==> src/rtl/bridge_guard_pkg.sv <==
package bridge_guard_pkg;

  typedef enum logic [1:0] {
    LAT_IDLE  = 2'd0,
    LAT_HELD  = 2'd1,
    LAT_ARMED = 2'd2
  } lat_state_t;

  typedef enum logic [1:0] {
    UV_OK    = 2'd0,
    UV_LOW   = 2'd1,
    UV_ARMED = 2'd2
  } uv_state_t;

endpackage

==> src/rtl/bg_sync.sv <==
module bg_sync #(
  parameter int W = 1,
  parameter int STAGES = 2,
  parameter logic [W-1:0] RST_VAL = '0
) (
  input  logic         clk,
  input  logic         rst,
  input  logic [W-1:0] d,
  output logic [W-1:0] q
);

  logic [W-1:0] stg [STAGES];

  for (genvar g = 0; g < STAGES; g++) begin : g_stage
    if (g == 0) begin : g_first
      always_ff @(posedge clk) begin
        if (rst) stg[g] <= RST_VAL;
        else     stg[g] <= d;
      end
    end else begin : g_next
      always_ff @(posedge clk) begin
        if (rst) stg[g] <= RST_VAL;
        else     stg[g] <= stg[g-1];
      end
    end
  end

  assign q = stg[STAGES-1];

endmodule

==> src/rtl/bg_rise.sv <==
module bg_rise #(
  parameter int W = 1
) (
  input  logic         clk,
  input  logic         rst,
  input  logic [W-1:0] lvl,
  output logic         rise_any
);

  logic [W-1:0] prev;

  always_ff @(posedge clk) begin
    if (rst) prev <= '0;
    else     prev <= lvl;
  end

  assign rise_any = |(lvl & ~prev);

endmodule

==> src/rtl/bg_latch_ctl.sv <==
module bg_latch_ctl
  import bridge_guard_pkg::*;
(
  input  logic       clk,
  input  logic       rst,
  input  logic       cond_s,
  input  logic       en_fall,
  input  logic       pwm_rise,
  output lat_state_t st
);

  lat_state_t nxt;

  always_comb begin
    nxt = st;
    unique case (st)
      LAT_IDLE:  if (cond_s) nxt = LAT_HELD;
      LAT_HELD:  if (!cond_s && en_fall) nxt = LAT_ARMED;
      LAT_ARMED: begin
        if (cond_s)        nxt = LAT_HELD;
        else if (pwm_rise) nxt = LAT_IDLE;
      end
      default:   nxt = LAT_HELD;
    endcase
  end

  always_ff @(posedge clk) begin
    if (rst) st <= LAT_IDLE;
    else     st <= nxt;
  end

endmodule

==> src/rtl/bg_uv_ctl.sv <==
module bg_uv_ctl
  import bridge_guard_pkg::*;
(
  input  logic      clk,
  input  logic      rst,
  input  logic      uv_s,
  input  logic      pwm_rise,
  output uv_state_t st
);

  uv_state_t nxt;

  always_comb begin
    nxt = st;
    unique case (st)
      UV_OK:    if (uv_s) nxt = UV_LOW;
      UV_LOW:   if (!uv_s) nxt = UV_ARMED;
      UV_ARMED: begin
        if (uv_s)          nxt = UV_LOW;
        else if (pwm_rise) nxt = UV_OK;
      end
      default:  nxt = UV_LOW;
    endcase
  end

  always_ff @(posedge clk) begin
    if (rst) st <= UV_OK;
    else     st <= nxt;
  end

endmodule

==> src/rtl/bg_outstage.sv <==
module bg_outstage #(
  parameter int SIDES = 2
) (
  input  logic             clk,
  input  logic             rst,
  input  logic [SIDES-1:0] pwm_s,
  input  logic             off_ov,
  input  logic             uv_ov,
  output logic [SIDES-1:0] gate_hi,
  output logic [SIDES-1:0] gate_lo,
  output logic [SIDES-1:0] hiz
);

  logic [SIDES-1:0] nrm_hi;

  always_ff @(posedge clk) begin
    if (rst) nrm_hi <= '0;
    else     nrm_hi <= pwm_s;
  end

  for (genvar s = 0; s < SIDES; s++) begin : g_side
    always_comb begin
      if (off_ov) begin
        gate_hi[s] = 1'b0;
        gate_lo[s] = 1'b0;
        hiz[s]     = 1'b1;
      end else if (uv_ov) begin
        gate_hi[s] = 1'b0;
        gate_lo[s] = 1'b1;
        hiz[s]     = 1'b0;
      end else begin
        gate_hi[s] = nrm_hi[s];
        gate_lo[s] = ~nrm_hi[s];
        hiz[s]     = 1'b0;
      end
    end
  end

endmodule

==> src/rtl/bridge_guard.sv <==
module bridge_guard
  import bridge_guard_pkg::*;
#(
  parameter int SIDES = 2,
  parameter int SYNC_STAGES = 2
) (
  input  logic             clk,
  input  logic             rst,
  input  logic [SIDES-1:0] pwm_in,
  input  logic             uv_flag,
  input  logic             ot_flag,
  input  logic             oc_flag,
  input  logic             mute_req,
  input  logic             en_n,
  output logic [SIDES-1:0] gate_hi,
  output logic [SIDES-1:0] gate_lo,
  output logic [SIDES-1:0] hiz,
  output logic             flt_n
);

  localparam int NFLAG = 4;

  logic [SIDES-1:0] pwm_s;
  logic [NFLAG-1:0] flag_s;
  logic             en_s;
  logic             pwm_rise;
  logic             en_fall;
  logic             lat_raw;
  logic             off_ov;
  logic             uv_ov;
  lat_state_t       lat_st;
  uv_state_t        uv_st;

  bg_sync #(.W(SIDES), .STAGES(SYNC_STAGES), .RST_VAL('0)) u_sync_pwm (
    .clk(clk), .rst(rst), .d(pwm_in), .q(pwm_s)
  );

  bg_sync #(.W(NFLAG), .STAGES(SYNC_STAGES), .RST_VAL('0)) u_sync_flag (
    .clk(clk), .rst(rst), .d({mute_req, oc_flag, ot_flag, uv_flag}), .q(flag_s)
  );

  bg_sync #(.W(1), .STAGES(SYNC_STAGES), .RST_VAL(1'b1)) u_sync_en (
    .clk(clk), .rst(rst), .d(en_n), .q(en_s)
  );

  bg_rise #(.W(SIDES)) u_pwm_edge (
    .clk(clk), .rst(rst), .lvl(pwm_s), .rise_any(pwm_rise)
  );

  bg_rise #(.W(1)) u_en_edge (
    .clk(clk), .rst(rst), .lvl(~en_s), .rise_any(en_fall)
  );

  bg_latch_ctl u_lat (
    .clk(clk), .rst(rst), .cond_s(|flag_s[3:1]), .en_fall(en_fall),
    .pwm_rise(pwm_rise), .st(lat_st)
  );

  bg_uv_ctl u_uv (
    .clk(clk), .rst(rst), .uv_s(flag_s[0]), .pwm_rise(pwm_rise), .st(uv_st)
  );

  assign lat_raw = ot_flag | oc_flag | mute_req;
  assign off_ov  = lat_raw | (lat_st != LAT_IDLE);
  assign uv_ov   = uv_flag | (uv_st != UV_OK);
  assign flt_n   = ~(lat_raw | (lat_st == LAT_HELD));

  bg_outstage #(.SIDES(SIDES)) u_out (
    .clk(clk), .rst(rst), .pwm_s(pwm_s), .off_ov(off_ov), .uv_ov(uv_ov),
    .gate_hi(gate_hi), .gate_lo(gate_lo), .hiz(hiz)
  );

endmodule

==> config.mk <==
export PLATFORM = sky130hd
export DESIGN_NAME = bridge_guard
export DESIGN_NICKNAME = d
export VERILOG_FILES = /design/src/rtl/bridge_guard_pkg.sv /design/src/rtl/bg_sync.sv /design/src/rtl/bg_rise.sv /design/src/rtl/bg_latch_ctl.sv /design/src/rtl/bg_uv_ctl.sv /design/src/rtl/bg_outstage.sv /design/src/rtl/bridge_guard.sv
export SDC_FILE = /design/constraint.sdc
export NUM_CORES = 1
export LEC_CHECK = 0
export ABC_AREA = 1
export BUFFER_PORTS_ARGS = -buffer_cell sky130_fd_sc_hd__buf_2
export CORE_UTILIZATION = 45
export DETAILED_ROUTE_END_ITERATION = 6
export PLACE_DENSITY = 0.67
export SLEW_MARGIN = 20
export SYNTH_ARGS = -nofsm -noshare
export SYNTH_HDL_FRONTEND = slang
export SYNTH_SLANG_ARGS = --single-unit
==> constraint.sdc <==
create_clock -name clk -period 1.8 [get_ports clk]
set_input_delay 0.18 -clock clk [delete_from_list [all_inputs] [get_ports clk]]
set_output_delay 0.18 -clock clk [all_outputs]
set_load 0.01 [all_outputs]
==> metrics.txt <==
wire per inst=roughly 9.0 um; sequential cell area fraction in the yosys report=0.5657; Area Growth Syn to Fin=12.96%; pwr dens=944.9 nW/um^2; final worst-path cycle share=0.7901; Slew HR=0.7670; Clock Sink Count=21; CP required=~1.6 ns; setup TNS=0 ns; via density per instance=~4.5; GR Overflow Total=0; Slew @ Worst Pin=around 0.35 ns; drc violations=0; RSZ-0062 raised after global routing=false; Slowest-stage cell, CP=dfxtp_1; initial antenna violation count=0; CTS clk-pin slew, worst paths=between 0.1 and 0.15 ns; clk_lat worst skew=0.30 ns; DRT iter0 DRCs=5; WP data arrival=around 1.2 ns; Final setup viols=0; Yosys reg bits=21; FF-to-FF Start=u_lat.st[0]; Post-Synthesis Cells=95; synth unique cells=14; Leak=about 0.43 nW; Hold Crit Class=input pin to flip-flop; cell chain of the critical path=nor2_2 -> nand4_2 -> nor3_1 -> buf_2; CTS H-Tree Depth=1; CP max stage delay=roughly 0.34 ns; final worst path period need=1.422 ns; core area=1524 sq um; Worst Setup SP=u_lat.st[1]; postcts setup bufs=0; routed vias=between 500 and 600; Final ANT Viol Nets=0; post-route insts no fill=126; peak supply drop=0.5660 mV; syn avg cell area=7.823 sq um; Power Total=about 0.79 mW; final HPWL from detailed placement=between 800 and 900 um; CTS Buffer Depth=2; clk_skew=0.006041 ns; # resized after CTS=0; # nets final=120; Syn Nets=104; Rows=14; Final Routed Wirelength=~1100 um; clock tree from TritonCTS=done; CP Class=flip-flop to output port; Starting Density=0.4877; first-pass iteration count of the detailed router=2; crit start category=flip-flop; vias in the first global route=between 500 and 600; Final Slew Violations=0; area of the die=around 1800 sq um; status=finished, final reports clean; RePlAce Congestion=between 0.7 and 0.8; Hold Crit Start=en_n; highest clock rate=approximately 0.7 GHz; Post-CTS Hold Fix Bufs=0; Buffers on Ports=15; die height=42.64 um; Antenna diodes=0; area of the mapped netlist=approximately 740 sq um; GRT Total Usage=0.1635; largest net degree at the start of global routing=22; leading cell type in the layout, fill and taps excluded=nor2_1; chip width=between 40 and 50 um; share of layout cells above drive strength 1=0.2364; Final Hold Violating Endpoints=0; max cap viols=0; CP Capture Type=output port; Post-Place Cells=~120; crit-path max FO=6; # IOs=16; global-route wire length before repair=2145 um; most frequent cells in the layout=nor2_1 (27), dfxtp_1 (21), inv_1 (19); yosys warns=0; Root Buffer=clkbuf_4; Num CTS Buffers=3
## flip-flops by register name (all words and copies together), names as in the netlist
| register | count |
|---|---|
| u_sync_flag.stg | 8 |
| u_sync_pwm.stg | 4 |
| u_lat.st | 2 |
| u_out.nrm_hi | 2 |
| u_sync_en.stg | 2 |
| u_uv.st | 2 |
| u_en_edge.prev | 1 |
## cells in the mapped netlist
library cell  number  area (sq um)
nor2_1            27         101.4
nand4_2            1         12.51
dfxtp_1           21         420.4
inv_1             19         71.32
nand3_1            2         10.01
nor2_2             4         25.02
inv_2              1         3.750
a21oi_1            2         10.01
nor3_1             3         15.01
buf_2              2         10.01
nand2_1            8         30.03
or2_2              2         12.51
nor4_1             1         6.260
buf_4              2         15.01
## logic make-up (layout without fill, tap and decap cells)
| logic type | count (synthesis) | count (layout) | share of synthesized area |
|---|---|---|---|
| compound gates | 2 | 2 | 0.01347 |
| flops | 21 | 21 | 0.5657 |
| buf+inv | 24 | 39 | 0.1347 |
| simple gates | 48 | 48 | 0.2862 |
## worst max-delay path, delay by kind of cell (launching register included)
kind	cells	cell delay [ns]
AND/OR/NAND/NOR	3	0.44
flip-flops	1	0.34
buffers and inverters	1	0.15
## power by group
part	switching [mW]	leakage, nW	internal (mW)
Combinational	0.0448	0.241	0.0293
Clock	0.138	0.0150	0.0865
Sequential	0.00865	0.173	0.486
## routing by layer
layer,track usage,wire length (um)
met1,0.1907,532
met2,0.2606,539
met3,0.02586,38
met4,0.1313,25
met5,0,0
## worst paths after layout
path	slack (ns)	cells after the start	end
worst max register to register	0.90	6	u_lat.st[1]
worst min-delay path	0.05	2	u_sync_en.stg[0]
worst max-delay path	0.38	4	gate_hi[1]
worst min register to register	0.40	2	u_sync_flag.stg[1][1]
## cell type report
| class | count | area [sq um] |
|---|---|---|
| multi-input cells | 50 | 222.7 |
| repair buffers | 15 | 75.07 |
| well taps | 16 | 20.02 |
| fillers | 167 | 684.4 |
| flip-flops and latches | 21 | 420.4 |
| inverters | 20 | 75.07 |
| clock buffers | 4 | 26.28 |
## per-stage QoR
step | utilization | setup WS [ns] | area [sq um] | hold slack [ns]
CTS | 0.5509 | 0.3579 | 839.6 | 0.03615
global route | 0.5509 | 0.1875 | 839.6 | 0.03576
finish | 0.5509 | 0.3778 | 839.6 | 0.04575
floorplan | - | 0.7693 | 743.2 | 0.2838
detailed placement | 0.5337 | 0.7176 | 813.3 | 0.3671
global placement | 0.5337 | 0.7297 | 813.3 | 0.3645
Power figures use the tool's default switching activity.
